**src/rtl/pc_next_unit.sv**
```systemverilog
module pc_next_unit #(
  parameter int XLEN = 32,
  parameter int OPW = 6,
  parameter int IMMW = 16,
  parameter int TGTW = 26,
  parameter logic [OPW-1:0] OP_JMP = 6'd2,
  parameter logic [OPW-1:0] OP_BEQ = 6'd4,
  parameter logic [OPW-1:0] OP_BNE = 6'd5,
  parameter logic [XLEN-1:0] RESET_PC = '0
) (
  input  logic            clk,
  input  logic            rst,
  input  logic            en,
  input  logic [XLEN-1:0] instr_i,
  input  logic [XLEN-1:0] rs_val_i,
  input  logic [XLEN-1:0] rt_val_i,
  output logic [XLEN-1:0] pc_o,
  output logic [XLEN-1:0] npc_o,
  output logic            taken_o
);
  localparam int HIW = XLEN - TGTW - 2;
  localparam int EXTW = XLEN - IMMW - 2;

  logic [XLEN-1:0] pc_q;
  logic [XLEN-1:0] seq_pc, br_pc, jmp_pc;
  logic [OPW-1:0]  opc;
  logic [IMMW-1:0] imm;
  logic            same, is_jmp, is_beq, is_bne, br_take;

  assign opc    = instr_i[XLEN-1 -: OPW];
  assign imm    = instr_i[IMMW-1:0];
  assign same   = (rs_val_i == rt_val_i);
  assign is_jmp = (opc == OP_JMP);
  assign is_beq = (opc == OP_BEQ);
  assign is_bne = (opc == OP_BNE);

  assign seq_pc = pc_q + XLEN'(4);
  assign br_pc  = seq_pc + {{EXTW{imm[IMMW-1]}}, imm, 2'b00};
  assign jmp_pc = {pc_q[XLEN-1 -: HIW], instr_i[TGTW-1:0], 2'b00};

  assign br_take = (is_beq & same) | (is_bne & ~same);
  assign taken_o = br_take | is_jmp;
  assign npc_o   = is_jmp ? jmp_pc : (br_take ? br_pc : seq_pc);

  always_ff @(posedge clk) begin
    if (rst)     pc_q <= RESET_PC;
    else if (en) pc_q <= npc_o;
  end

  assign pc_o = pc_q;


  reset_pc_chk: assert property (@(posedge clk) rst |=> pc_o == RESET_PC);


  hold_pc_chk: assert property (@(posedge clk) disable iff (rst)
    !en |=> pc_o == $past(pc_o));


  advance_pc_chk: assert property (@(posedge clk) disable iff (rst)
    en |=> pc_o == $past(npc_o));


  seq_step_chk: assert property (@(posedge clk) disable iff (rst)
    !taken_o |-> npc_o == pc_o + XLEN'(4));


  jump_region_chk: assert property (@(posedge clk) disable iff (rst)
    is_jmp |-> taken_o && npc_o[XLEN-1 -: HIW] == pc_o[XLEN-1 -: HIW]);


  align_chk: assert property (@(posedge clk) disable iff (rst)
    pc_o[1:0] == 2'b00 && npc_o[1:0] == 2'b00);
endmodule

```
**config.mk**
```make
export PLATFORM = sky130hd
export DESIGN_NAME = pc_next_unit
export DESIGN_NICKNAME = d
export VERILOG_FILES = /design/src/rtl/pc_next_unit.sv
export SDC_FILE = /design/constraint.sdc
export NUM_CORES = 1
export LEC_CHECK = 0
export BUFFER_PORTS_ARGS = -buffer_cell sky130_fd_sc_hd__buf_2
export CORE_MARGIN = 2
export CORE_UTILIZATION = 55
export DETAILED_ROUTE_END_ITERATION = 16
export PLACE_DENSITY_LB_ADDON = 0.05
export SYNTH_ARGS = -nofsm -noshare
export SYNTH_HDL_FRONTEND = slang
export SYNTH_SLANG_ARGS = --single-unit
```
**constraint.sdc**
```tcl
create_clock -name clk -period 10.15 [get_ports clk]
set_clock_uncertainty 0.1 [all_clocks]
set_input_delay 1.015 -clock clk [delete_from_list [all_inputs] [get_ports clk]]
set_output_delay 1.015 -clock clk [all_outputs]
set_load 0.03 [all_outputs]
```
## Word-level counts from Yosys, hierarchy flattened

Index checks and enable logic that the tools add are counted.
W data, S select, Z words.

- Input port bits: 99
- Flip-flop bits (word level): 32
- Output and inout port bits: 65

- Muxes and demuxes: 2
- Bitwise operators: 5
- Equal/unequal tests: 4
- $add $sub $neg: 2

Operator list:

| kind | number |
|---|---|
| $mux W32 | 2 |
| $add A32 B3 Y32 const B | 1 |
| $add A32 B32 Y32 | 1 |
| $eq A32 B32 Y1 | 1 |
| $eq A6 B3 Y1 const B | 2 |
| $eq A6 B2 Y1 const B | 1 |
| $and A1 B1 Y1 | 2 |
| $or A1 B1 Y1 | 2 |
| $not A1 Y1 | 1 |

## Longest topological paths before layout

- Word-level depth: 6
- Mapped depth: 18
- Gate-level depth less buffers: 16

## Least setup slack after synthesis

No wires, ideal clock.

- Path type: flip-flop to output port
- From: register pc_q[4] (netlist: pc_o[4])
- To: output npc_o[31]
- Stages on the path, launching flop included: 19
- Data required time: 9035 ps
- Setup slack: 4765 ps
- Data arrival time: 4270 ps
- Cells stage by stage: dfxtp_1 and4_1 and3_1 buf_4 and2_4 buf_6 nand3_1 xnor2_1 ha_1 clkbuf_1 nand4_1 nor3_1 o21ai_0 nand3_1 o21ai_0 a32oi_1 nor4_1 or3_1 nor3_1

- Cells in the longest elaborated chain, start to end: 4

Ends and longest elaborated chain:

| what | RTL line | source |
|---|---|---|
| start: declaration | 24 | `logic [XLEN-1:0] pc_q;` |
| start signal: assignment | 47 | `else if (en) pc_q <= npc_o;` |
| $add A32 B3 Y32 (*) | 37 | `assign seq_pc = pc_q + XLEN'(4);` |
| $add A32 B32 Y32 | 38 | `assign br_pc = seq_pc + {{EXTW{imm[IMMW-1]}}, imm, 2'b00};` |
| $mux W32 (*) (2 in a row) | 43 | `assign npc_o = is_jmp ? jmp_pc : (br_take ? br_pc : seq_pc);` |
| end: declaration | 18 | `output logic [XLEN-1:0] npc_o,` |

Mark *: on every way between the ends. The rest lies on a longest branch, timed or not.

## Final worst setup path

Same ends and word-level chain as after synthesis.

==> results.md <==
* Status: completed
* Port bufs at between 150 and 200
* Post-synthesis adder-cell area fraction at around 11%
* Starting Density at 56.54%
* Crit path max fanout at 7
* Clk Latency, worst-skew pair at 0.31 ns
* Combinational family with the most area after synthesis: simple AND/OR/NAND/NOR gates
* Via count at around 5100
* Initial antenna violation count at 0
* Synth top area share at 14.66%
* Routed wire per std cell at 17.09 microns
* Hold WS at slightly below 0.4 ns
* Syn nets at 733
* Nets at 874
* Fmax achieved at 0.1724 GHz
* Ant diodes at 0
* First-pass GRT wire length at 23.54 mm
* Largest net degree at the start of global routing at 50
* Layout cell share with drive strength beyond 1 at roughly a quarter
* Critical Path AT at between 4 and 5 ns
* P&R area growth vs syn at 21.48%
* Die Height at between 90 and 100 microns
* Worst slew pin tran at 0.9200 ns
* Top Ports at 164
* TritonCTS Buffers at 5
* Ranking of synthesized cells by area: dfxtp_1, ha_1, xor2_1
* Final count of hold timing violations at 0
* CP required at roughly 9.0 ns
* Seq/Total Area, Yosys at 14.66%
* CP startpoint kind: flip-flop
* RSZ-0062 raised after global routing: no
* Peak VDD IR at 0.00007781 V
* Hold buffers post-CTS at 0
* Mapped cell area at between 4000 and 5000 sq um
* CTS root buffer: clkbuf_8
* Die width at 93.13 microns
* CTS tree: yes
* Router iterations before antenna repair at 7
* Post-CTS sizing at 0
* Die area at 8673 sq um
* Hold Path Sink: pc_o[1]$_SDFFE_PP0P_
* Setup CP Type: flip-flop to output pin
* Count leader, synth: nand2_1
* Row count at 32
* Post-synth EDFFs at 0
* Core Region at 7727 sq um
* Post-route ant nets at 0
* Clock tree buffer depth at 2
* Reg2reg end: pc_o[30]$_SDFFE_PP0P_
* Worst hold path depth at 1
* Most frequent cells after synthesis: nand2_1, nor2_1, xor2_1, xnor2_1, ha_1
* Post-DR vias/cell at roughly 6
* Post-DP HPWL at 11.01 mm
* Reg2reg path depth at 13
* Final period util at 57.13%
* Cells after DPL at 832
* Hold wc startpoint: pc_o[1]$_SDFFE_PP0P_
* Final Non-Filler Cells at 840
* Synth area leader: dfxtp_1
* Total track usage at 33.49%
* Flop-to-flop setup slack at roughly 6 ns
* Vias in the first global route at 4878
* Leak at between 2 and 3 nW
* Clock Pin Slew Worst Setup and Hold Paths at 0.08 ns
* Post-synthesis mux area share at 0.5727%
* PD cells at ~95 nW/um^2
* Placer congestion estimate at 0.9337
* Hold Crit Class: flip-flop to flip-flop
* Final WL at 14.36 mm
* Ys flop type: dfxtp_1
* Synth async-reset ratio at 0%
* Synth cell types at 61
* Initial DRC Count at 271
* Post-CTS Setup Bufs at 0
* Crit path time final at 5.799 ns
* Max-cap viol count at 0
* Synth warn at 0
* Grt total ovfl at 0
* H-Tree Depth at 2
* Syn Inst Count at 596
* Synth Area in Compound Gates at between 20% and 30%
* Synth Register Bits at 32
* Final Setup Violations at 0
* Clk sinks at 32
* Synth Area in XOR/XNOR at 17.24%
* Critical Path End Type: output pin
* Largest register FFs at 32
* Drc violations at 0
* Post-Synth Simple-Gate Area at between 20 and 30%
* Mapped Avg Cell Area at about 7.3 sq um
* Fin Setup TNS at 0 ns
* Slew Limit Fails at 0
* Worst flop-to-flop path startpoint: pc_o[4]$_SDFFE_PP0P_
* Slew HR at 38.14%
## cells in the final DEF (no fill, tap or decap), types with 6 or more instances in the layout
cell type  Yosys  final
nor3_1        14     14
o21a_1         7      7
o21ai_0       19     19
nand4_1       21     21
xor2_1        47     47
a22oi_1       12     12
a21o_1        16     16
nor4_1        10     10
inv_1         14     14
nand3_1       19     19
a311oi_1      12     12
dfxtp_1       32     32
and2_1        10     10
ha_1          37     37
buf_2          5    163
a21oi_1       34     34
nand2_1       66     66
and3_1        10     10
xnor2_1       39     39
and4_1         6      6
nor2_1        63     62
## cell type report
class	instances	area, sq um
clock inverter	3	42.54
inverter	14	52.55
sequential	32	640.6
clock buffer	5	68.82
multi-input combinational	518	3537
fill	690	2420
timing repair buffer	166	838.3
tap	102	127.6
## worst max path at each step
| stage | startpoint | end | slack (ns) | cells past startpoint |
|---|---|---|---|---|
| after global placement | pc_o[4]$_SDFFE_PP0P_ | npc_o[31] | 4.87 | 16 |
| after floorplan | pc_o[4]$_SDFFE_PP0P_ | npc_o[31] | 4.77 | 18 |
| after CTS | pc_o[4]$_SDFFE_PP0P_ | npc_o[31] | 4.45 | 16 |
| after detailed placement | pc_o[4]$_SDFFE_PP0P_ | npc_o[31] | 4.80 | 16 |
| final | pc_o[4]$_SDFFE_PP0P_ | npc_o[31] | 4.35 | 16 |
| after global routing | pc_o[4]$_SDFFE_PP0P_ | npc_o[31] | 4.02 | 16 |
## logic make-up after synthesis
logic type | count (synthesis)
XOR/XNOR | 86
buffers and inverters | 46
multiplexers | 2
AND/OR/NAND/NOR | 242
flip-flops | 32
adder cells (fa/ha/maj) | 38
AO/OA/AOI/OAI | 150
## critical path, cell delays in order (launching register included)
cell and delay, ns:
dfxtp_1 0.44, and4_1 0.28, and3_1 0.32, and2_1 0.30, nand3_1 0.12, xnor2_1 0.20
ha_1 0.35, a21oi_1 0.33, o21ai_0 0.18, nand2_1 0.10, nand3_1 0.12, o21ai_0 0.30
a32oi_1 0.26, and4bb_2 0.29, or3_1 0.37, nor3_1 0.19, buf_2 0.22
## where the power goes
group	internal, mW	leakage [nW]	switching [mW]	total, mW
registers	0.133	0.263	0.0118	0.145
logic	0.0883	2.34	0.137	0.226
clock network	0.0728	0.0541	0.0621	0.135
## per-layer routing
layer / routed length [microns] / part of all wire, % / global-route usage (%) / vias up
li1: - / - / - / 2463
met1: 6146 / 43 / 43.30 / 2332
met2: 6888 / 48 / 58.70 / 237
met3: 1083 / 7.5 / 4.835 / 27
met4: 237 / 1.7 / 7.966 / 0
met5: 0 / 0 / 0 / -
## metrics by stage
step	area, sq um	utilization, %	worst slack [ns]	power [mW]
after global placement	5196	67.24	4.871	0.3657
after global routing	5308	68.69	4.021	0.5320
after floorplan	4369	-	4.765	0.3003
after detailed placement	5196	67.24	4.800	0.3692
after CTS	5308	68.69	4.448	0.5016
final	5308	68.69	4.351	0.5052
Note: power is estimated with default switching activity, not from simulation.
